===== config.mk =====
export PLATFORM = sky130hd
export DESIGN_NAME = dual_stage_watchdog
export DESIGN_NICKNAME = d
export VERILOG_FILES = /design/src/rtl/wdt_pkg.sv /design/src/rtl/wdt_interval.sv /design/src/rtl/wdt_keyguard.sv /design/src/rtl/dual_stage_watchdog.sv
export SDC_FILE = /design/constraint.sdc
export NUM_CORES = 1
export LEC_CHECK = 0
export ABC_CLOCK_PERIOD_IN_PS = 3460
export BUFFER_PORTS_ARGS = -buffer_cell sky130_fd_sc_hd__buf_2
export CORE_ASPECT_RATIO = 0.75
export CORE_MARGIN = 1
export CORE_UTILIZATION = 55
export CTS_CLUSTER_DIAMETER = 30
export DETAILED_ROUTE_END_ITERATION = 16
export PLACE_DENSITY = 0.82
export SYNTH_ARGS = -nofsm -noshare
export SYNTH_HDL_FRONTEND = slang
export SYNTH_HIERARCHICAL = 1
export SYNTH_SLANG_ARGS = --single-unit

===== constraint.sdc =====
create_clock -name clk -period 3.46 [get_ports clk]
set_input_delay 0.519 -clock clk [delete_from_list [all_inputs] [get_ports clk]]
set_output_delay 0.519 -clock clk [all_outputs]
set_load 0.02 [all_outputs]

===== src/rtl/wdt_pkg.sv =====
package wdt_pkg;
  typedef enum logic [1:0] {
    WD_IDLE  = 2'd0,
    WD_COUNT = 2'd1,
    WD_ALARM = 2'd2,
    WD_KILL  = 2'd3
  } wd_state_e;
endpackage


===== src/rtl/wdt_interval.sv =====
// Single up-counter that serves every stage; the caller supplies the
// terminal value for the stage in progress.
module wdt_interval #(
  parameter int CNT_W = 8
) (
  input  logic             clk,
  input  logic             rst_n,
  input  logic             clear,
  input  logic [CNT_W-1:0] limit,
  output logic             expired
);
  logic [CNT_W-1:0] cnt_q;

  always_ff @(posedge clk or negedge rst_n) begin
    if (!rst_n)     cnt_q <= '0;
    else if (clear) cnt_q <= '0;
    else            cnt_q <= cnt_q + 1'b1;
  end

  assign expired = (cnt_q == limit);
endmodule


===== src/rtl/wdt_keyguard.sv =====
// Holds the key and turns a register write into one command.
module wdt_keyguard #(
  parameter int KEY_W = 3
) (
  input  logic             clk,
  input  logic             rst_n,
  input  logic             wr_valid,
  input  logic             wr_run,
  input  logic [KEY_W-1:0] wr_key,
  input  logic             armed,
  input  logic             frozen,
  output logic [KEY_W-1:0] key_q,
  output logic             do_start,
  output logic             do_restart,
  output logic             do_stop
);
  logic key_match;
  logic take_key;

  assign key_match  = (wr_key == ~key_q);
  assign do_start   = wr_valid && !frozen && !armed && wr_run;
  assign do_restart = wr_valid && armed && key_match && wr_run;
  assign do_stop    = wr_valid && armed && key_match && !wr_run;
  // every write while armed stores its key; from idle only a start does
  assign take_key   = do_start || (wr_valid && armed);

  always_ff @(posedge clk or negedge rst_n) begin
    if (!rst_n)        key_q <= '0;
    else if (take_key) key_q <= wr_key;
  end
endmodule


===== src/rtl/dual_stage_watchdog.sv =====
module dual_stage_watchdog #(
  parameter int KEY_W            = 3,
  parameter int NMI_CYCLES       = 5000000,
  parameter int GRACE_CYCLES     = 165000,
  parameter int RST_PULSE_CYCLES = 16
) (
  input  logic             clk,
  input  logic             rst_n,
  input  logic             wr_valid,
  input  logic             wr_run,
  input  logic [KEY_W-1:0] wr_key,
  output logic             nmi_req,
  output logic             chip_rst
);
  import wdt_pkg::*;

  localparam int SPAN_A   = (NMI_CYCLES > GRACE_CYCLES) ? NMI_CYCLES : GRACE_CYCLES;
  localparam int MAX_SPAN = (SPAN_A > RST_PULSE_CYCLES) ? SPAN_A : RST_PULSE_CYCLES;
  localparam int CNT_W    = $clog2(MAX_SPAN + 1);
  localparam logic [CNT_W-1:0] LIM_NMI   = CNT_W'(NMI_CYCLES - 1);
  localparam logic [CNT_W-1:0] LIM_GRACE = CNT_W'(GRACE_CYCLES - 1);
  localparam logic [CNT_W-1:0] LIM_PULSE = CNT_W'(RST_PULSE_CYCLES - 1);

  wd_state_e        state_q, state_d;
  logic             armed, frozen;
  logic [KEY_W-1:0] key_q;
  logic             do_start, do_restart, do_stop;
  logic             expired, cnt_clear;
  logic [CNT_W-1:0] limit;

  assign armed  = (state_q == WD_COUNT) || (state_q == WD_ALARM);
  assign frozen = (state_q == WD_KILL);

  wdt_keyguard #(.KEY_W(KEY_W)) u_keyguard (
    .clk        (clk),
    .rst_n      (rst_n),
    .wr_valid   (wr_valid),
    .wr_run     (wr_run),
    .wr_key     (wr_key),
    .armed      (armed),
    .frozen     (frozen),
    .key_q      (key_q),
    .do_start   (do_start),
    .do_restart (do_restart),
    .do_stop    (do_stop)
  );

  always_comb begin
    case (state_q)
      WD_ALARM: limit = LIM_GRACE;
      WD_KILL:  limit = LIM_PULSE;
      default:  limit = LIM_NMI;
    endcase
  end

  assign cnt_clear = (state_q == WD_IDLE) || do_restart || do_stop || expired;

  wdt_interval #(.CNT_W(CNT_W)) u_interval (
    .clk     (clk),
    .rst_n   (rst_n),
    .clear   (cnt_clear),
    .limit   (limit),
    .expired (expired)
  );

  // service commands are checked before expiry so they win a tie
  always_comb begin
    state_d = state_q;
    case (state_q)
      WD_IDLE:  if (do_start) state_d = WD_COUNT;
      WD_COUNT: begin
        if (do_stop)         state_d = WD_IDLE;
        else if (do_restart) state_d = WD_COUNT;
        else if (expired)    state_d = WD_ALARM;
      end
      WD_ALARM: begin
        if (do_stop)         state_d = WD_IDLE;
        else if (do_restart) state_d = WD_COUNT;
        else if (expired)    state_d = WD_KILL;
      end
      WD_KILL:  if (expired) state_d = WD_IDLE;
      default:  state_d = WD_IDLE;
    endcase
  end

  always_ff @(posedge clk or negedge rst_n) begin
    if (!rst_n) state_q <= WD_IDLE;
    else        state_q <= state_d;
  end

  assign nmi_req  = (state_q == WD_ALARM);
  assign chip_rst = frozen;
endmodule


==> flow_metrics.tcl <==
set metrics [dict create \
    status "complete, no violations" \
    design.die.area_um2 3630 \
    antennaDiodeCount 0 \
    critical_path_class "reg -> reg" \
    cts_buffers 3 \
    top_layer_used "met4" \
    ys_ff_latch 28 \
    cts_tree "done" \
    drv_cap 0 \
    cts-root-buf "clkbuf_8" \
    mostFrequentLayoutCells "dfrtp_1, xor2_1, xnor2_1" \
    finalCritPeriodShare_pct 87.9 \
    initial_core_util_pct 60.5 \
    layout_commonest_cell "dfrtp_1" \
    drive_above_1_share_pct 11.5 \
    fin_worst_skew_ns 0.00300 \
    p_leak_uw 0.000837 \
    wirelength_um 4000 \
    p_int_uw 618 \
    ir_drop_mv 0.252 \
    synth.largest_area_cell "dfrtp_1" \
    finalSetupTns_ns 0 \
    ys_seq_area_share_pct 37.5 \
    vias 1459 \
    drt_first_iter_violations 92 \
    cts_max_path_buffers 2 \
    syn_inst 196 \
    fmax_ghz 0.329 \
    pwr-share-seq_pct 44.0 \
    cellPowerDensity_nw_per_um2 445 \
    crit_path_top_delay_cell "nor2_2" \
    boundaryPins 9 \
    io_buffers 8 \
    path_clk_slew_ns 0.10 \
    relSlewSlack_pct 58.1 \
    track_usage_pct 24.6 \
    synth.area.top_cells "dfrtp_1, xor2_1, xnor2_1" \
    avgRoutedWirePerCell_um 16.2 \
    cts_resized 0 \
    cts.sinks 28 \
    crit_arrival_ns 3.19 \
    cp_cell_sequence "inv_1 > ha_1 > nor2_2 > xor2_1 > nor4_1 > nand4_1 > nor3_1 > or3_1 > or2_2 > nor2_1" \
    drc 0 \
    finalCriticalPeriod_ns 3.04 \
    antenna_found_initial 0 \
    hold_path.class "in -> async" \
    hold_buffers 0 \
    crit_required_ns 3.61 \
    async_flop_share_pct 100 \
    nNetsFinal 223 \
    max_stage_delay_ns 0.46 \
    pwr-share-comb_pct 27.5 \
    drtPass1Iterations 4 \
    htreeDepth 1 \
    grt_pass1_wl_um 6870 \
    area_delta_synth_final_pct 8.44 \
    cp-end-kind "register" \
    final_core_util_pct 65.6 \
    gp_congestion 0.849 \
    syn_avg_cell_area_um2 9.52 \
    setup_viol 0 \
    netlist_area_um2 1870 \
    swShare_pct 31.5 \
    fillCellCount 246 \
    synth_flop_cell "dfrtp_1" \
    reg2reg_to "u_interval/cnt_q[15]" \
    grt_max_degree 29 \
    synth_cell_types 38 \
    synth_top_area_share_pct 37.5 \
    dr_wl_met3_um 210 \
    slew_viol_final 0 \
    critPathMaxFanout 23 \
    fin_cells 246 \
    wl_met1_um 1890 \
    clkPwrFrac_pct 28.5 \
    r2r_start "state_q[0]" \
    rsz0062_at_grt "false" \
    fp.coreArea_um2 3080 \
    drtAntennaViolNets 0 \
    synth_edf_count 0 \
    dp_hpwl_um 2920 \
    p_switching_uw 284 \
    wl_met2_um 1840 \
    grt_pass1_vias 1475 \
    rrSetupSlack_ns 0.42 \
    critPathBufInv 1 \
    worst_pin_slew_ns 0.628 \
    cp_top_family "simple AND/OR/NAND/NOR gates" \
    clock_latency_ns 0.27 \
    startpoint_type "register" \
    post_cts_buffers 0 \
    hold_viol 0 \
    dp_cells 242 \
    overflow 0 \
    r2r_cells 10 \
    die_h_um 52.5 \
    vias_per_cell 5.93 \
    die_x_um 69.3 \
    ys_warn_count 6 \
    std_cell_rows 17 \
]
==> registers in the layout, indices dropped and copies added, names as in the netlist <==
name and flops:
state_q 2, u_interval/cnt_q 23, u_keyguard/key_q 3
==> cell families after synthesis <==
| logic type | count (synthesis) | synth area share [%] |
|---|---|---|
| and+or+nand+nor | 79 | 25.2 |
| xor gates and xnor gates | 37 | 17.4 |
| other | 2 | 0.402 |
| muxes | 4 | 3.22 |
| adders and majority gates | 7 | 4.69 |
| AOI/OAI and AO/OA | 26 | 8.78 |
| buffers and inverters | 13 | 2.81 |
| DFF | 28 | 37.5 |
==> routing by layer <==
metal | up-vias | GRT usage (%)
met5 | - | 0
met2 | 55 | 39.5
li1 | 714 | -
met1 | 682 | 32.9
met4 | 0 | 9.18
met3 | 8 | 5.58
==> stage by stage <==
step	setup WS, ns	power, uW	hold WS [ns]	instance area, um2
floorplan	0.558	589	0.223	1890
global placement	0.503	630	0.512	1950
detailed placement	0.240	646	0.520	1950
CTS	0.193	906	0.264	2020
global route	0.155	944	0.297	2020
finish	0.418	901	0.250	2020
==> area by class of cell <==
class / count / area (um2) / area share, %
repair buffers: 8 / 40.0 / 1.98
clock inverters: 1 / 30.0 / 1.48
well taps: 38 / 47.5 / 2.35
multi-input cells: 162 / 1140 / 56.4
clock buffers: 3 / 41.3 / 2.04
flip-flops and latches: 28 / 701 / 34.6
inverters: 6 / 22.5 / 1.11
==> worst register-to-register path, delay by kind of cell, from the launching register on <==
kind | cells | cell delay [ns]
buffers and inverters | 1 | 0.12
DFF | 1 | 0.42
adders and majority gates | 1 | 0.36
xor gates and xnor gates | 1 | 0.13
and+or+nand+nor | 7 | 1.88
==> power groups by stage <==
stage               logic (uW)  registers [uW]  clock network [uW]
detailed placement         244             402                   0
global placement           230             399                   0
finish                     247             397                 257
floorplan                  203             386                   0
global route               270             399                 274
CTS                        247             395                 264
==> synthesized netlist by cell type, types with 4 or more instances <==
cell      instances
nand4_1           7
xnor2_1          16
dfrtp_1          28
or3_1             4
or4_1             4
nand3_1          12
xor2_1           21
nor2_1           14
nand2_1           7
ha_1              7
o21ai_0           7
mux2_4            4
a21oi_1          11
clkbuf_1          4
nor4_1            8
inv_1             6
nor3_1            5
==> how the worst max path moves through the flow <==
| stage | from | end | cells after the start | slack [ns] |
|---|---|---|---|---|
| global placement | state_q[0] | state_q[0] | 10 | 0.50 |
| finish | state_q[0] | u_interval/cnt_q[15] | 10 | 0.42 |
| CTS | state_q[0] | u_interval/cnt_q[9] | 10 | 0.19 |
| floorplan | state_q[0] | state_q[0] | 10 | 0.56 |
| detailed placement | state_q[0] | u_interval/cnt_q[9] | 10 | 0.24 |
| global route | state_q[0] | u_interval/cnt_q[12] | 10 | 0.15 |
Note: power is estimated with default switching activity, not from simulation.
